<file path="config.mk">
export PLATFORM = sky130hd
export DESIGN_NAME = irq_line_router
export DESIGN_NICKNAME = d
export VERILOG_FILES = /design/src/rtl/irq_route_pkg.sv /design/src/rtl/irq_route_cfg_reg.sv /design/src/rtl/irq_route_pair.sv /design/src/rtl/irq_route_merge.sv /design/src/rtl/irq_line_router.sv
export SDC_FILE = /design/constraint.sdc
export NUM_CORES = 1
export LEC_CHECK = 0
export ABC_AREA = 1
export BUFFER_PORTS_ARGS = -buffer_cell sky130_fd_sc_hd__buf_2
export CAP_MARGIN = 15
export CORE_ASPECT_RATIO = 0.8
export CORE_MARGIN = 2
export CORE_UTILIZATION = 42
export CTS_CLUSTER_DIAMETER = 150
export CTS_CLUSTER_SIZE = 40
export DETAILED_ROUTE_END_ITERATION = 8
export HOLD_SLACK_MARGIN = 0.05
export PLACE_DENSITY = 0.81
export SYNTH_ARGS = -nofsm -noshare
export SYNTH_HDL_FRONTEND = slang
export SYNTH_HIERARCHICAL = 1
export SYNTH_SLANG_ARGS = --single-unit
</file>
<file path="constraint.sdc">
create_clock -name clk -period 1.3 [get_ports clk]
set_input_delay 0.065 -clock clk [delete_from_list [all_inputs] [get_ports clk]]
set_output_delay 0.065 -clock clk [all_outputs]
set_load 0.01 [all_outputs]
</file>
<file path="src/rtl/irq_route_pkg.sv">
package irq_route_pkg;

  // Ownership of a dedicated output, as encoded by one steering bit.
  typedef enum logic {
    OWNER_PARTNER = 1'b0,  // controller 0 or 1 line owns the output
    OWNER_WIDE    = 1'b1   // controller 2 line owns the output
  } route_owner_e;

  // OR of the lines selected by a mask.
  function automatic logic masked_any(input logic [63:0] lines,
                                      input logic [63:0] mask);
    return |(lines & mask);
  endfunction

endpackage

</file>
<file path="src/rtl/irq_route_cfg_reg.sv">
module irq_route_cfg_reg #(
  parameter int unsigned WIDTH = 32
) (
  input  logic             clk,
  input  logic             rst_n,
  input  logic             wr_en,
  input  logic [WIDTH-1:0] wr_data,
  output logic [WIDTH-1:0] q
);

  always_ff @(posedge clk or negedge rst_n) begin
    if (!rst_n) begin
      q <= '0;
    end else if (wr_en) begin
      q <= wr_data;
    end
  end

endmodule

</file>
<file path="src/rtl/irq_route_pair.sv">
module irq_route_pair #(
  parameter int unsigned PAIRS = 14
) (
  input  logic [PAIRS-1:0] sel,
  input  logic [PAIRS-1:0] partner_lines,
  input  logic [PAIRS-1:0] wide_lines,
  output logic [PAIRS-1:0] direct,
  output logic [PAIRS-1:0] partner_spill,
  output logic [PAIRS-1:0] wide_spill
);
  import irq_route_pkg::*;

  for (genvar i = 0; i < PAIRS; i++) begin : g_pair
    route_owner_e owner;
    assign owner = route_owner_e'(sel[i]);

    always_comb begin
      direct[i]        = 1'b0;
      partner_spill[i] = 1'b0;
      wide_spill[i]    = 1'b0;
      unique case (owner)
        OWNER_PARTNER: begin
          direct[i]     = partner_lines[i];
          wide_spill[i] = wide_lines[i];
        end
        OWNER_WIDE: begin
          direct[i]        = wide_lines[i];
          partner_spill[i] = partner_lines[i];
        end
        default: ;
      endcase
    end
  end

endmodule

</file>
<file path="src/rtl/irq_route_merge.sv">
module irq_route_merge #(
  parameter int unsigned WIDTH = 14
) (
  input  logic [WIDTH-1:0] lines,
  output logic             any
);
  import irq_route_pkg::*;

  localparam int unsigned PAD = 64 - WIDTH;

  logic [63:0] wide;
  if (PAD > 0) begin : g_pad
    assign wide = {{PAD{1'b0}}, lines};
  end else begin : g_nopad
    assign wide = lines[63:0];
  end

  assign any = masked_any(wide, {64{1'b1}});

endmodule

</file>
<file path="src/rtl/irq_line_router.sv">
module irq_line_router #(
  parameter int unsigned G0_W = 14,
  parameter int unsigned G1_W = 24,
  parameter int unsigned G2_W = 32,
  localparam int unsigned PAIRS_HI = G2_W - G0_W,
  localparam int unsigned G1_FIXED = G1_W - PAIRS_HI,
  localparam int unsigned N_DIRECT = G2_W + G1_FIXED,
  localparam int unsigned N_OUT    = N_DIRECT + 3
) (
  input  logic              clk,
  input  logic              rst_n,
  input  logic              cfg_wr_en,
  input  logic [G2_W-1:0]   cfg_wr_data,
  output logic [G2_W-1:0]   cfg_rd_data,
  input  logic [G0_W-1:0]   gpio0_irq,
  input  logic [G1_W-1:0]   gpio1_irq,
  input  logic [G2_W-1:0]   gpio2_irq,
  output logic [N_OUT-1:0]  irq_out
);

  logic [G2_W-1:0]     steer;
  logic [N_DIRECT-1:0] direct;
  logic [G0_W-1:0]     spill0;
  logic [PAIRS_HI-1:0] spill1;
  logic [G2_W-1:0]     spill2;
  logic                sh0, sh1, sh2;

  irq_route_cfg_reg #(.WIDTH(G2_W)) u_cfg (
    .clk     (clk),
    .rst_n   (rst_n),
    .wr_en   (cfg_wr_en),
    .wr_data (cfg_wr_data),
    .q       (steer)
  );

  // Lower group: controller 0 against controller 2.
  irq_route_pair #(.PAIRS(G0_W)) u_pair_lo (
    .sel           (steer[G0_W-1:0]),
    .partner_lines (gpio0_irq),
    .wide_lines    (gpio2_irq[G0_W-1:0]),
    .direct        (direct[G0_W-1:0]),
    .partner_spill (spill0),
    .wide_spill    (spill2[G0_W-1:0])
  );

  // Upper group: controller 1 (from its line 0) against controller 2.
  irq_route_pair #(.PAIRS(PAIRS_HI)) u_pair_hi (
    .sel           (steer[G2_W-1:G0_W]),
    .partner_lines (gpio1_irq[PAIRS_HI-1:0]),
    .wide_lines    (gpio2_irq[G2_W-1:G0_W]),
    .direct        (direct[G2_W-1:G0_W]),
    .partner_spill (spill1),
    .wide_spill    (spill2[G2_W-1:G0_W])
  );

  // Unpaired controller 1 lines own the top dedicated outputs.
  if (G1_FIXED > 0) begin : g_fixed
    assign direct[N_DIRECT-1:G2_W] = gpio1_irq[G1_W-1:PAIRS_HI];
  end

  irq_route_merge #(.WIDTH(G0_W))     u_merge0 (.lines(spill0), .any(sh0));
  irq_route_merge #(.WIDTH(PAIRS_HI)) u_merge1 (.lines(spill1), .any(sh1));
  irq_route_merge #(.WIDTH(G2_W))     u_merge2 (.lines(spill2), .any(sh2));

  assign irq_out     = {sh2, sh1, sh0, direct};
  assign cfg_rd_data = steer;

endmodule

</file>
==> out/qor.csv <==
stage,metric,value,unit
run_status,run status,"finished, violations left",
run_status,failing checks,setup timing,
routing,drt total wl,8371,µm
clock_network,CTS Buf Count,5,
timing,Clock Skew,0,ns
synthesis,synthesized area per cell,5.511,µm²
clock_network,clk_lat worst skew,0.28,ns
floorplanning,Starting Density,43.81,%
synthesis,post-synthesis sequential area ratio,30.59,%
timing,fmax,0.7124,GHz
final_layout,Regs by FF count,u_cfg/q: 32 flops,
global_route,initial antenna violation count,0,
setup_path,crit-path most repeated cell,nor2_1,
final_layout,# fillers,528,
setup_path,WS Path Type,reg -> out,
global_route,largest net degree at the start of global routing,33,
synthesis,Syn Inst Count,475,
final_layout,multi-input logic area,1240,µm²
global_route,vias in the first global route,3168,
routing,ANT nets after route,0,
clock_network,CTS tree,done,
placement,I/O Buffers,165,
synthesis,syn nets,580,
min_path,Worst Hold Class,in -> out,
placement,placed cell count,709,
floorplanning,Core Box Area,5974,µm²
clock_network,Clock Tree Buf Depth,2,
setup_path,crit path cell chain,nor2_1 > nor2_1 > and2_1 > nand2_2 > nor2_1 > nand2_1 > buf_2,
setup_path,Worst EP arrival,1.34,ns
final_layout,nets,812,
min_path,hold path depth,0,
final_layout,Finished Layout Cells,789,
placement,DPL Wire Length,5918,µm
setup_path,Critical Path RT,1.24,ns
timing,RSZ-0062 raised after global routing,true,
floorplanning,row cnt,25,
timing,max-slew violations,0,
setup_path,maximum fanout along the worst path,4,
setup_path,crit-path max cell delay,0.41,ns
setup_path,Slowest cell on crit path,dfrtp_1,
floorplanning,Die Height,74.61,µm
clock_network,root buffer cell,clkbuf_8,
routing,DR vias,3347,
timing,"Setup violations, final",3,
power_and_ir_drop,Tot Pwr,3.259,mW
routing,# DRC,0,
timing,final-report hold violation count,0,
clock_network,CTS HTree Levels,2,
setup_path,Worst setup SP type,register,
final_layout,FF/Latch Area,807.0,µm²
setup_path,nature of the critical path endpoint,output port,
routing,WL/cell,10.61,µm
power_and_ir_drop,VDD IR-drop max,0.5757,mV
final_layout,area delta synth->final,58.80,%
synthesis,Syn Std Cell Area,2618,µm²
timing,period utilisation layout,108.0,%
setup_path,critical path's top delay family,simple AND/OR/NAND/NOR gates,
final_layout,max FFs per register,32,
placement,Placer Congestion,0.7861,
final_layout,share of cells above drive strength 1,33.76,%
routing,Initial DRC Count,99,
flow_run,Max-cap violations,0,
floorplanning,Die Span X,92.26,µm
power_and_ir_drop,Power Density,784.1,nW/µm²
power_and_ir_drop,Pleak,2.882,nW
floorplanning,io pins,178,
routing,Via-to-Cell Ratio,4.242,
final_layout,Ant. Diodes,0,
setup_path,Stages on worst setup path,7,
timing,Final WS setup,-0.1037,ns
global_route,GRT overflow,0,
timing,Worst Tran Pin Value,0.3589,ns
routing,Pre-antenna DRT Iters,4,
synthesis,Synth Warn #,6,
synthesis,Unique masters post-synth,17,
timing,worst rel slew slack,76.08,%
synthesis,"flops & latches, synth",32,
global_route,global-route wire length before repair,13080,µm
floorplanning,die area,6884,µm²
final_layout,largest reg by FF count,u_cfg/q,
timing,Final Critical Period,1.404,ns
clock_network,Worst-path clk slew,0.06,ns
setup_path,"Buf+Inv Stages, Crit Path",1,
setup_path,R2R depth,4,
clock_network,Clock Sinks,32,
global_route,gr usage total,23.90,%
==> power by group <==
part | switching [mW] | internal, mW | total (mW)
Sequential | 0.0915 | 1.09 | 1.18
Combinational | 0.665 | 0.638 | 1.30
Clock | 0.345 | 0.431 | 0.777
==> cells by family (layout without fill, tap and decap cells) <==
family | count (synthesis) | count (layout) | synth area share (%)
DFF | 32 | 32 | 30.59
and+or+nand+nor | 314 | 314 | 46.70
buffers and inverters | 129 | 362 | 22.71
==> cells in the mapped netlist <==
master | number | area (µm²)
nand2_1 | 233 | 874.6
buf_4 | 9 | 67.56
inv_1 | 112 | 420.4
dfrtp_1 | 32 | 800.8
nand4_1 | 1 | 6.260
clkbuf_8 | 3 | 41.29
nand3_1 | 1 | 5.000
buf_6 | 3 | 33.78
or2_0 | 1 | 6.260
and2_1 | 2 | 12.51
nand2_2 | 10 | 62.56
nor2_1 | 63 | 236.5
nor2_2 | 1 | 6.260
and2_0 | 1 | 6.260
or2_1 | 1 | 6.260
inv_8 | 1 | 11.26
buf_12 | 1 | 20.02
==> stage by stage <==
stage                     util (%)  area (µm²)  setup TNS [ns]  hold WS [ns]  setup WS [ns]
after global routing         69.57        4156         -0.6940        0.1300        -0.2458
after floorplan                  -        2618               0       -0.2306         0.1888
after global placement       57.11        3412               0    -0.0004128         0.1219
after detailed placement     57.11        3412               0    -0.0001426        0.09620
after CTS                    68.67        4103         -0.2559        0.1301        -0.1081
final                        69.57        4156         -0.2682        0.1300        -0.1037
==> final timing paths <==
check | startpoint | to | slack [ns]
worst min-delay path | gpio1_irq[19] | irq_out[33] | 0.13
worst min register to register | u_cfg/q[19]$_DFFE_PN0P_ | u_cfg/q[19]$_DFFE_PN0P_ | 0.52
worst max-delay path | u_cfg/q[16]$_DFFE_PN0P_ | irq_out[40] | -0.10
min in group asynchronous | rst_n | u_cfg/q[10]$_DFFE_PN0P_ | 0.26
max in group asynchronous | rst_n | u_cfg/q[8]$_DFFE_PN0P_ | 0.44
worst max register to register | u_cfg/q[27]$_DFFE_PN0P_ | u_cfg/q[27]$_DFFE_PN0P_ | 0.41
==> metal layers <==
| metal | vias up | share of wire (%) | global-route usage [%] |
|---|---|---|---|
| met3 | 19 | 5.2 | 3.604 |
| met5 | - | 0 | 0 |
| li1 | 1769 | - | - |
| met4 | 0 | 1.9 | 8.789 |
| met2 | 116 | 51 | 47.71 |
| met1 | 1443 | 41 | 26.24 |
==> cell usage in the layout (no fill, tap or decap), drive strengths merged <==
cell type and instances:
nand2 243, nand3 1, inv 113, buf 208, dlygate4sd3 33, nor2 64, clkbuf 8, dfrtp 32
and2 3, or2 2, nand4 1
==> cell type report <==
cell class / instances / share of cell area, %
inverters: 113 / 10.39
well taps: 81 / 2.438
flip-flops and latches: 32 / 19.42
clock buffers: 8 / 2.167
repair buffers: 241 / 35.76
multi-input cells: 314 / 29.83
==> worst register-to-register path: stages (launching register included) <==
cell and delay, ns:
dfrtp_1 0.40, buf_4 0.14, buf_4 0.13, nand2_1 0.06, nand2_1 0.05
==> timing repair <==
item	in CTS	in global routing
hold endpoints to repair	47	0
pin swaps	16	17
setup endpoints to repair	3	3
hold buffers	33	0
setup buffers	34	5
resized for setup	8	7
cloned	0	0
No activity file was read; power rests on OpenSTA's default activity.
